<file path="src/rtl/convReadoutPkg.sv">
package convReadoutPkg;

  typedef enum logic [1:0] {
    ST_IDLE  = 2'd0,
    ST_BUSY  = 2'd1,
    ST_SHIFT = 2'd2
  } ctrlState_e;

  // Strobes from the control FSM to the datapath
  typedef struct packed {
    logic start;    // open a transaction
    logic capture;  // load the result word
    logic shift;    // present next bit
    logic drop;     // close or abort the transaction
  } ctrlStrobes_t;

endpackage

</file>
<file path="src/rtl/convInSync.sv">
module convInSync #(
  parameter int   STAGES  = 2,
  parameter logic RST_VAL = 1'b1
) (
  input  logic clk,
  input  logic rstN,
  input  logic din,
  output logic level,
  output logic fall,
  output logic rise
);

  logic [STAGES-1:0] chain;
  logic              prev;

  always_ff @(posedge clk or negedge rstN) begin
    if (!rstN) begin
      chain <= {STAGES{RST_VAL}};
      prev  <= RST_VAL;
    end else begin
      chain[0] <= din;
      for (int i = 1; i < STAGES; i++) begin
        chain[i] <= chain[i-1];
      end
      prev <= chain[STAGES-1];
    end
  end

  assign level = chain[STAGES-1];
  assign fall  = prev & ~level;
  assign rise  = ~prev & level;

endmodule

</file>
<file path="src/rtl/convReadCtrl.sv">
module convReadCtrl
  import convReadoutPkg::*;
(
  input  logic         clk,
  input  logic         rstN,
  input  logic         csFall,
  input  logic         csRise,
  input  logic         sclkFall,
  input  logic         resultValid,
  input  logic         allSent,
  output ctrlStrobes_t strobes,
  output logic         lineOe
);

  ctrlState_e state;
  ctrlState_e stateNext;

  always_comb begin
    stateNext = state;
    strobes   = '0;
    unique case (state)
      ST_IDLE: begin
        if (csFall) begin
          strobes.start = 1'b1;
          stateNext     = ST_BUSY;
        end
      end
      ST_BUSY: begin
        if (csRise) begin
          strobes.drop = 1'b1;
          stateNext    = ST_IDLE;
        end else if (resultValid) begin
          strobes.capture = 1'b1;
          stateNext       = ST_SHIFT;
        end
      end
      ST_SHIFT: begin
        if (csRise) begin
          strobes.drop = 1'b1;
          stateNext    = ST_IDLE;
        end else if (sclkFall && !allSent) begin
          strobes.shift = 1'b1;
        end
      end
      default: begin
        strobes.drop = 1'b1;
        stateNext    = ST_IDLE;
      end
    endcase
  end

  always_ff @(posedge clk or negedge rstN) begin
    if (!rstN) begin
      state <= ST_IDLE;
    end else begin
      state <= stateNext;
    end
  end

  assign lineOe = (state != ST_IDLE);

endmodule

</file>
<file path="src/rtl/convReadPath.sv">
module convReadPath
  import convReadoutPkg::*;
#(
  parameter int DATA_W = 16
) (
  input  logic              clk,
  input  logic              rstN,
  input  ctrlStrobes_t      strobes,
  input  logic              chanSel,
  input  logic [DATA_W-1:0] resultData,
  output logic              convStart,
  output logic              convChan,
  output logic              lineBit,
  output logic              allSent
);

  localparam int CNT_W = $clog2(DATA_W + 1);

  logic [DATA_W-1:0] shReg;
  logic [CNT_W-1:0]  bitCnt;

  always_ff @(posedge clk or negedge rstN) begin
    if (!rstN) begin
      convStart <= 1'b0;
      convChan  <= 1'b0;
      lineBit   <= 1'b0;
      shReg     <= '0;
      bitCnt    <= '0;
    end else begin
      convStart <= strobes.start;
      if (strobes.start) begin
        convChan <= chanSel;
        lineBit  <= 1'b0;
        bitCnt   <= '0;
      end
      if (strobes.capture) begin
        shReg   <= resultData;
        lineBit <= 1'b1;
      end
      if (strobes.shift) begin
        lineBit <= shReg[DATA_W-1];
        shReg   <= {shReg[DATA_W-2:0], 1'b0};
        bitCnt  <= bitCnt + 1'b1;
      end
      if (strobes.drop) begin
        lineBit <= 1'b0;
        bitCnt  <= '0;
      end
    end
  end

  assign allSent = (bitCnt == CNT_W'(DATA_W));

endmodule

</file>
<file path="src/rtl/serialConvReadout.sv">
module serialConvReadout
  import convReadoutPkg::*;
#(
  parameter int DATA_W      = 16,
  parameter int SYNC_STAGES = 2
) (
  input  logic              clk,
  input  logic              rstN,
  input  logic              csN,
  input  logic              sclk,
  input  logic              chanSel,
  input  logic [DATA_W-1:0] resultData,
  input  logic              resultValid,
  output logic              convStart,
  output logic              convChan,
  output logic              sdatOut,
  output logic              sdatOe
);

  logic         csLevel, csFall, csRise;
  logic         sclkLevel, sclkFall, sclkRise;
  logic         allSent;
  ctrlStrobes_t strobes;

  convInSync #(.STAGES(SYNC_STAGES), .RST_VAL(1'b1)) i_csSync (
    .clk(clk), .rstN(rstN), .din(csN),
    .level(csLevel), .fall(csFall), .rise(csRise)
  );

  convInSync #(.STAGES(SYNC_STAGES), .RST_VAL(1'b1)) i_sclkSync (
    .clk(clk), .rstN(rstN), .din(sclk),
    .level(sclkLevel), .fall(sclkFall), .rise(sclkRise)
  );

  convReadCtrl i_ctrl (
    .clk(clk), .rstN(rstN),
    .csFall(csFall), .csRise(csRise), .sclkFall(sclkFall),
    .resultValid(resultValid), .allSent(allSent),
    .strobes(strobes), .lineOe(sdatOe)
  );

  convReadPath #(.DATA_W(DATA_W)) i_path (
    .clk(clk), .rstN(rstN), .strobes(strobes),
    .chanSel(chanSel), .resultData(resultData),
    .convStart(convStart), .convChan(convChan),
    .lineBit(sdatOut), .allSent(allSent)
  );

endmodule

</file>
<file path="config.mk">
export PLATFORM = sky130hd
export DESIGN_NAME = serialConvReadout
export DESIGN_NICKNAME = d
export VERILOG_FILES = /design/src/rtl/convReadoutPkg.sv /design/src/rtl/convInSync.sv /design/src/rtl/convReadCtrl.sv /design/src/rtl/convReadPath.sv /design/src/rtl/serialConvReadout.sv
export SDC_FILE = /design/constraint.sdc
export NUM_CORES = 1
export LEC_CHECK = 0
export ABC_CLOCK_PERIOD_IN_PS = 2600
export CORE_ASPECT_RATIO = 0.5
export CORE_MARGIN = 10
export CORE_UTILIZATION = 40
export DETAILED_ROUTE_END_ITERATION = 16
export PLACE_DENSITY_LB_ADDON = 0.12
export SKIP_LAST_GASP = 1
export SYNTH_ARGS = -nofsm -noshare
export SYNTH_HDL_FRONTEND = slang
export SYNTH_SLANG_ARGS = --single-unit
</file>
<file path="constraint.sdc">
create_clock -name clk -period 2.6 [get_ports clk]
set_clock_uncertainty 0.2 [all_clocks]
set_input_delay 0.39 -clock clk [delete_from_list [all_inputs] [get_ports clk]]
set_output_delay 0.39 -clock clk [all_outputs]
set_load 0.05 [all_outputs]
</file>
==> results of run 1 <==
==> final timing paths <==
path / from / end / slack (ns) / cells past startpoint
hold reg to reg: i_sclkSync.chain[0]$_DFF_PN1_ / i_sclkSync.chain[1]$_DFF_PN1_ / 0.16 / 0
max in group asynchronous: rstN / i_csSync.prev$_DFF_PN1_ / 1.59 / 2
min in group asynchronous: rstN / i_path.shReg[11]$_DFFE_PN0P_ / 0.29 / 2
setup / recovery: i_ctrl.state[0]$_DFFE_PN0P_ / sdatOe / 0.43 / 4
hold / removal: i_sclkSync.chain[0]$_DFF_PN1_ / i_sclkSync.chain[1]$_DFF_PN1_ / 0.16 / 0
setup reg to reg: i_ctrl.state[0]$_DFFE_PN0P_ / i_path.bitCnt[0]$_DFFE_PN0P_ / 0.67 / 6
==> final cells by class <==
cell class / instances / area (sq um)
flip-flops and latches: 32 / 808
well taps: 51 / 63.8
inverters: 7 / 26.3
multi-input cells: 93 / 676
clock buffers: 6 / 82.6
fillers: 323 / 1650
clock inverters: 2 / 10.0
repair buffers: 27 / 268
==> sequential cells by signal, summed over array words and instances (netlist names) <==
signal            count
i_path.lineBit        1
i_sclkSync.prev       1
i_path.bitCnt         5
i_path.convChan       1
i_csSync.chain        2
i_path.shReg         16
i_path.convStart      1
i_ctrl.state          2
i_csSync.prev         1
i_sclkSync.chain      2
==> critical path, delay by kind of cell (launching register included) <==
kind / cells / cell delay, ns
buf+inv: 3 / 0.63
flops: 1 / 0.39
fa+ha+maj: 1 / 0.27
==> routing by layer <==
metal  share of wire  global-route usage  up-vias
li1                -                   -      535
met1            0.46               0.109      511
met2            0.46               0.137       19
met3           0.044              0.0320        8
met4           0.030              0.0637        0
met5               0                   0        -
==> kinds of logic (layout without fill, tap and decap cells) <==
family,after synthesis,after routing,synth area share
adders and majority gates,5,5,0.0401
xor gates and xnor gates,2,2,0.0112
DFF,32,32,0.518
muxes,20,20,0.130
AOI/OAI and AO/OA,31,31,0.125
buffers and inverters,13,42,0.0497
and+or+nand+nor,35,35,0.127
==> synthesized netlist by cell type (all sizes together) <==
master | n | area share
a21bo | 1 | 0.0064
a21oi | 4 | 0.013
a222oi | 1 | 0.0064
a22o | 3 | 0.017
a32o | 1 | 0.0064
and2 | 1 | 0.0048
and2b | 1 | 0.0056
and3 | 2 | 0.011
and3b | 1 | 0.0056
buf | 6 | 0.033
dfrtp | 26 | 0.42
dfstp | 6 | 0.10
ha | 5 | 0.040
inv | 7 | 0.017
mux2 | 2 | 0.014
mux2i | 18 | 0.12
nand2 | 19 | 0.047
nand2b | 1 | 0.0056
nand3 | 3 | 0.0096
nand4bb | 1 | 0.018
nor2 | 2 | 0.0048
nor2b | 2 | 0.0080
nor3 | 2 | 0.0064
o21ai | 18 | 0.058
o221a | 1 | 0.0072
o221ai | 1 | 0.0056
o2bb2ai | 1 | 0.0056
xnor2 | 2 | 0.011
==> through the flow <==
stage | worst slack [ns] | utilization | power [mW] | area, sq um
after floorplan | 0.730 | - | 1.26 | 1560
after CTS | 0.0288 | 0.539 | 1.85 | 1930
final | 0.427 | 0.540 | 1.82 | 1930
after detailed placement | 0.345 | 0.513 | 1.44 | 1840
after global placement | 0.393 | 0.513 | 1.42 | 1840
after global routing | 0.361 | 0.540 | 1.96 | 1930
==> power groups by stage <==
stage	Clock [mW]	Sequential, mW	Combinational [mW]
5_1_grt	0.441	0.781	0.733
4_1_cts	0.418	0.763	0.672
3_5_place_dp	0	0.768	0.671
2_1_floorplan	0	0.807	0.451
6_report	0.401	0.761	0.656
3_3_place_gp	0	0.766	0.654
==> results.ini, run 1 <==
[global_route]
grt_overflow_total=0
grt_usage=0.0918
first_global_vias=1094
antenna_found_initial=0
grt_pass1_wl_mm=5.02
grt_max_degree=33

[cts]
cts_tree=built
ctsResizeCount=0
cts_inserted_buffers=5
post_cts_buffers=0
hold_buffers=0
clk_path_buf_depth=2
clkLatencyLatePin_ns=0.29
htreeDepth=2
root_buffer=clkbuf_8
cts.reportedPaths.clkPinSlew_ns=0.07
clkSinkCount=32

[cells_and_area]
diodes=0
areaGrowthSynthToFinish_pct=23.9
final_cell_mix=dfrtp_1 (26), clkdlybuf4s50_1 (24), mux2i_1 (18), nand2_1 (18), o21ai_1 (14)
layout_commonest_cell=dfrtp_1
layout-drive-gt1-share=0.156
nets=193
stdcell_count=218

[power]
sequentialPowerShare=0.418
power_switching_mw=0.648
peakVddDrop_mv=0.376
p_int_mw=1.17
power_frac_comb=0.361
p_leak_nw=0.820
power_density_nw_per_um2=940
clkPwrFrac=0.221
switching_share=0.356

[place]
dpl.hpwl_mm=2.10
gp_congestion=0.720
place_inst=210
port_buffers=25

[detailed_routing]
ant_nets=0
drt-pass1-iter-count=4
via_per_inst=4.92
wl_per_cell_um=13.5
num_vias=1073
drt_wl_total_mm=2.94
detailedRoute.firstIterationViolations=37
drc=0

[timing]
rsz0062_at_grt=no
finalCritPeriodShare=0.836
hold_violations=0
tightest_slew_ns=0.501
hold_ws_ns=0.156
fmax_mhz=460
period_needed_ns=2.17
fin_tns_setup_ns=0
slew_violations=0
setup_violations=0
slew_headroom=0.666

[worst_hold_path]
hp-class=register to register

[worst_setup_path]
crit_arrival_ns=1.58
crit_top_cell=inv_1
worstPathRequired_ns=2.01
end_kind=output port
cpMaxStageDelayCell=dlymetal6s2s_1
start_kind=register
slowest_delay_ns=0.43
critPathKind=register to output port
worstPathMaxFanout=6
crit_path_cell_trace=inv_1 -> ha_1 -> inv_1 -> dlymetal6s2s_1

[synthesis]
ys.warnings.count=0
avgSynthCellArea_sq_um=11.3
synth_nets=165
synth-seq-cells=32
ys_types=33
yosysSeqAreaShare=0.518
syn_area_sq_um=1560
syn_inst=138

[floorplanning]
placementRows=15
die_h_um=64.2
io_pins=26
core_sq_um=3580
start_util=0.436
dieArea_sq_um=6950
dieWidth_um=108

[run_status]
status=completed

[flow_run]
cap_violations=0

Note: power is estimated with default switching activity, not from simulation.
==> inputs of run 2 (changes only) <==
--- a/config.mk
+++ b/config.mk
@@ -5,7 +5,7 @@
 export SDC_FILE = /design/constraint.sdc
 export NUM_CORES = 1
 export LEC_CHECK = 0
-export ABC_CLOCK_PERIOD_IN_PS = 2600
+export ABC_CLOCK_PERIOD_IN_PS = 2100
 export CORE_ASPECT_RATIO = 0.5
 export CORE_MARGIN = 10
 export CORE_UTILIZATION = 40
==> constraint.sdc (replaced) <==
create_clock -name clk -period 2.1 [get_ports clk]
set_clock_uncertainty 0.2 [all_clocks]
set_input_delay 0.315 -clock clk [delete_from_list [all_inputs] [get_ports clk]]
set_output_delay 0.315 -clock clk [all_outputs]
set_load 0.05 [all_outputs]
==> run 2 against run 1 <==
Non-clock buffer count is the same. Utilization grew 0.42 points. Total power grew 26%. Worst setup slack lost 0.29 ns. Flip-flop and latch count is the same. Cell count is the same. Wire length grew 2.8%. Sequential power grew 24%. Combinational power grew 30%. Global-route usage is essentially flat. Critical path type is now register to register. Largest power group unchanged.
==> results.ini, run 2 (synthesis results as in run 1) <==
[cells_and_area]
diodes=0
layout_commonest_cell=dfrtp_1
stdcell_count=218
top_register=i_path.shReg
final_util=0.544
largest_reg_flops=16
nets=193
areaGrowthSynthToFinish_pct=24.8
layout-drive-gt1-share=0.156
largest_registers=i_path.shReg (16), i_path.bitCnt (5)
final_cell_mix=dfrtp_1 (26), clkdlybuf4s50_1 (23), mux2i_1 (18), nand2_1 (18), o21ai_1 (14)

[place]
place_inst=210
port_buffers=25
gp_congestion=0.786
dpl.hpwl_mm=2.16

[detailed_routing]
wl_per_cell_um=13.8
drt_wl_total_mm=3.02
num_vias=1089
drc=0
dr.max_layer_used=met4
drt-pass1-iter-count=4
ant_nets=0
wl_met3_um=178
detailedRoute.firstIterationViolations=50
via_per_inst=5.00
wl_met2_mm=1.36
wl_met1_mm=1.45

[timing]
period_needed_ns=1.96
tightest_slew_ns=0.502
slew_violations=0
finalCritPeriodShare=0.934
hold_violations=0
fmax_mhz=510
hold_ws_ns=0.152
fin_tns_setup_ns=0
slew_headroom=0.665
setup_violations=0
rsz0062_at_grt=no

[global_route]
antenna_found_initial=0
grt_usage=0.0921
first_global_vias=1105
grt_pass1_wl_mm=5.19
grt_max_degree=33
grt_overflow_total=0

[worst_hold_path]
hold_path_depth=0
worstHoldStart=i_csSync.chain[0]$_DFF_PN1_
hp-class=register to register

[power]
peakVddDrop_mv=0.453
p_leak_nw=0.815
power_density_nw_per_um2=1170

[worst_setup_path]
crit_arrival_ns=1.93
setup.worst_path.start=i_ctrl.state[0]$_DFFE_PN0P_
slowest_delay_ns=0.41
reg2reg_from=i_ctrl.state[0]$_DFFE_PN0P_
reg2reg_slack_ns=0.14
crit_path_cell_trace=inv_1 -> ha_1 -> and3b_1 -> nand2_2 -> o221a_2 -> a32o_1
critPathKind=register to register
cpMaxStageDelayCell=dfrtp_1
ff2ff_path_depth=6
start_kind=register
worstPathMaxFanout=6
worstPathRequired_ns=2.07
end_kind=register

[run_status]
status=completed

[cts]
htreeDepth=2
root_buffer=clkbuf_8
clkSinkCount=32
cts_tree=built
hold_buffers=0
cts_inserted_buffers=5
post_cts_buffers=0
clk_path_buf_depth=2
cts.reportedPaths.clkPinSlew_ns=0.06
ctsResizeCount=0
clkLatencyLatePin_ns=0.28

[floorplanning]
dieWidth_um=108
start_util=0.436
dieArea_sq_um=6950
core_sq_um=3580
die_h_um=64.2
io_pins=26
placementRows=15

[flow_run]
cap_violations=0

## run 2: changes by cell type in the layout (fill, tap and decap cells not counted), sizes merged
cell	before	now
dlymetal6s2s	1	0
clkinv	2	0
clkbuf	6	8
buf	2	4
clkdlybuf4s50	24	23
## run 2: critical path, delay by kind of cell (launching register included)
kind,cells,cell delay (ns)
and+or+nand+nor,2,0.33
buffers and inverters,1,0.10
DFF,1,0.41
AOI/OAI and AO/OA,2,0.59
adders and majority gates,1,0.21
## run 2: area by class of cell
class,count,area [sq um]
fillers,331,1640
flip-flops and latches,32,808
multi-input cells,93,676
repair buffers,27,285
clock buffers,8,90.1
well taps,51,63.8
inverters,7,26.3
## run 2: final timing paths
kind,to
max,i_path.lineBit$_DFFE_PN0P_
min,i_csSync.chain[1]$_DFF_PN1_
max reg2reg,i_path.lineBit$_DFFE_PN0P_
min reg2reg,i_csSync.chain[1]$_DFF_PN1_
max in group asynchronous,i_csSync.chain[0]$_DFF_PN1_
min in group asynchronous,i_path.shReg[11]$_DFFE_PN0P_
## run 2: through the flow
stage,power (mW),cell area (sq um),setup WS (ns)
6_report,2.28,1950,0.138
5_1_grt,2.45,1950,0.0146
4_1_cts,2.31,1950,0.137
3_5_place_dp,1.81,1860,0.157
3_3_place_gp,1.79,1860,0.174
2_1_floorplan,1.56,1560,0.230
## run 2: power breakdown
group          switching [mW]  internal (mW)  leakage [nW]
clock                   0.219          0.267        0.0455
combinational           0.468          0.384         0.381
sequential              0.115          0.830         0.388
total                   0.801           1.48         0.815
## run 2: per-layer routing
layer,GRT usage,up-vias
li1,-,540
met3,0.0300,3
met1,0.118,513
met5,0,-
met2,0.134,33
met4,0.0490,0
==> inputs of run 3 (changes only) <==
--- a/config.mk
+++ b/config.mk
@@ -5,7 +5,7 @@
 export SDC_FILE = /design/constraint.sdc
 export NUM_CORES = 1
 export LEC_CHECK = 0
-export ABC_CLOCK_PERIOD_IN_PS = 2100
+export ABC_CLOCK_PERIOD_IN_PS = 2200
 export CORE_ASPECT_RATIO = 0.5
 export CORE_MARGIN = 10
 export CORE_UTILIZATION = 40
@@ -14,4 +14,5 @@
 export SKIP_LAST_GASP = 1
 export SYNTH_ARGS = -nofsm -noshare
 export SYNTH_HDL_FRONTEND = slang
+export SYNTH_HIERARCHICAL = 1
 export SYNTH_SLANG_ARGS = --single-unit
==> constraint.sdc (replaced) <==
create_clock -name clk -period 2.2 [get_ports clk]
set_clock_uncertainty 0.2 [all_clocks]
set_input_delay 0.33 -clock clk [delete_from_list [all_inputs] [get_ports clk]]
set_output_delay 0.33 -clock clk [all_outputs]
set_load 0.05 [all_outputs]
==> run 3 against run 2 <==
Sequential power decreased by 4.8%. Count of clock-buffer cells in the layout unchanged. First-iteration DRC count decreased by 38%.
==> results.ini, run 3 <==
[floorplanning]
dieArea_sq_um=6960
start_util=0.436
io_pins=26
die_h_um=64.2
dieWidth_um=108
core_sq_um=3580
placementRows=15

[cts]
root_buffer=clkbuf_8
htreeDepth=2
clkLatencyLatePin_ns=0.28
ctsResizeCount=0
hold_buffers=0
cts.reportedPaths.clkPinSlew_ns=0.07
clkSinkCount=32
clk_path_buf_depth=2
cts_inserted_buffers=5
cts_tree=built
post_cts_buffers=0

[timing]
setup_violations=0
period_needed_ns=1.99
rsz0062_at_grt=no
hold_ws_ns=0.151
slew_violations=0
tightest_slew_ns=0.501
fmax_mhz=504
fin_tns_setup_ns=0
slew_headroom=0.665
finalCritPeriodShare=0.902
hold_violations=0

[detailed_routing]
wl_per_cell_um=12.9
drt_wl_total_mm=2.89
via_per_inst=4.73
detailedRoute.firstIterationViolations=31
ant_nets=0
num_vias=1060
drt-pass1-iter-count=4
drc=0

[place]
gp_congestion=0.776
dpl.hpwl_mm=2.08
dpl-instance-area_sq_um=1890
port_buffers=25

[worst_setup_path]
reg2reg_from=i_csSync/prev$_DFF_PN1_
ff2ff_path_depth=7
worstPathRequired_ns=2.20
critPathKind=register to register
crit_arrival_ns=1.99
reg2reg_slack_ns=0.21
setup.worst_path.start=i_csSync/prev$_DFF_PN1_
r2r_end=i_path/shReg[12]$_DFFE_PN0P_
start_kind=register
end_kind=register
worstPathMaxFanout=13

[synthesis]
syn_area_sq_um=1560
avgSynthCellArea_sq_um=11.1
ys.warnings.count=6
synth_nets=169
syn_inst=141

[worst_hold_path]
whs_endpoint=i_sclkSync/chain[1]$_DFF_PN1_
hold_path_depth=0
hp-class=register to register
worstHoldStart=i_sclkSync/chain[0]$_DFF_PN1_

[power]
power_density_nw_per_um2=1080
p_leak_nw=0.807
peakVddDrop_mv=0.440

[cells_and_area]
largest_registers=i_path/shReg (16), i_path/bitCnt (5)
final_util=0.551
nets=200
diodes=0
top_register=i_path/shReg
areaGrowthSynthToFinish_pct=26.5
layout-drive-gt1-share=0.173
final_cell_mix=dfrtp_1 (26), clkdlybuf4s50_1 (24), nand2_1 (18)
layout_commonest_cell=dfrtp_1
fin_area_sq_um=1980
largest_reg_flops=16

[global_route]
grt_max_degree=33
grt_usage=0.0916
grt_pass1_wl_mm=5.09
antenna_found_initial=0
first_global_vias=1108
grt_overflow_total=0

[run_status]
status=completed

[flow_run]
cap_violations=0

==> run 3: critical path, stage by stage, from the launching register on <==
cell and delay, ns:
dfstp_2 0.52, and2b_2 0.22, nand2b_2 0.20, nor3b_2 0.21, buf_4 0.22, buf_4 0.21
nand2_1 0.06, o21ai_1 0.08
==> run 3: worst max path at each step <==
stage | end | slack [ns] | cells past startpoint
after floorplan | i_path/bitCnt[3]$_DFFE_PN0P_ | 0.25 | 7
after global placement | i_path/shReg[11]$_DFFE_PN0P_ | 0.26 | 6
after detailed placement | i_path/shReg[12]$_DFFE_PN0P_ | 0.21 | 7
after CTS | i_path/shReg[12]$_DFFE_PN0P_ | 0.19 | 7
after global routing | i_path/shReg[12]$_DFFE_PN0P_ | 0.1 | 7
final | i_path/shReg[12]$_DFFE_PN0P_ | 0.21 | 7
==> run 3: final cells by class <==
class                   instances  area [sq um]
clock buffers                   8          90.1
fillers                       332          1610
inverters                       9          33.8
multi-input cells              93           663
flip-flops and latches         32           808
well taps                      51          63.8
repair buffers                 31           318
==> run 3: where the power goes <==
part | total [mW] | switching [mW] | internal, mW | leakage [nW]
combinational | 0.771 | 0.416 | 0.356 | 0.377
sequential | 0.899 | 0.108 | 0.792 | 0.384
clock | 0.462 | 0.207 | 0.255 | 0.0455
==> run 3: metal layers <==
| layer | track usage | routed length [um] | up-vias |
|---|---|---|---|
| met2 | 0.132 | 1240 | 23 |
| met1 | 0.113 | 1420 | 496 |
| met3 | 0.0370 | 178 | 5 |
| met4 | 0.0539 | 50 | 0 |
| li1 | - | - | 536 |
| met5 | 0 | 0 | - |
==> run 3: per-stage QoR <==
stage	instances	setup WS (ns)	total power, mW
2_1_floorplan	141	0.245	1.45
3_3_place_gp	216	0.264	1.68
3_5_place_dp	216	0.211	1.69
4_1_cts	224	0.194	2.16
5_1_grt	224	0.0997	2.29
6_report	224	0.215	2.13
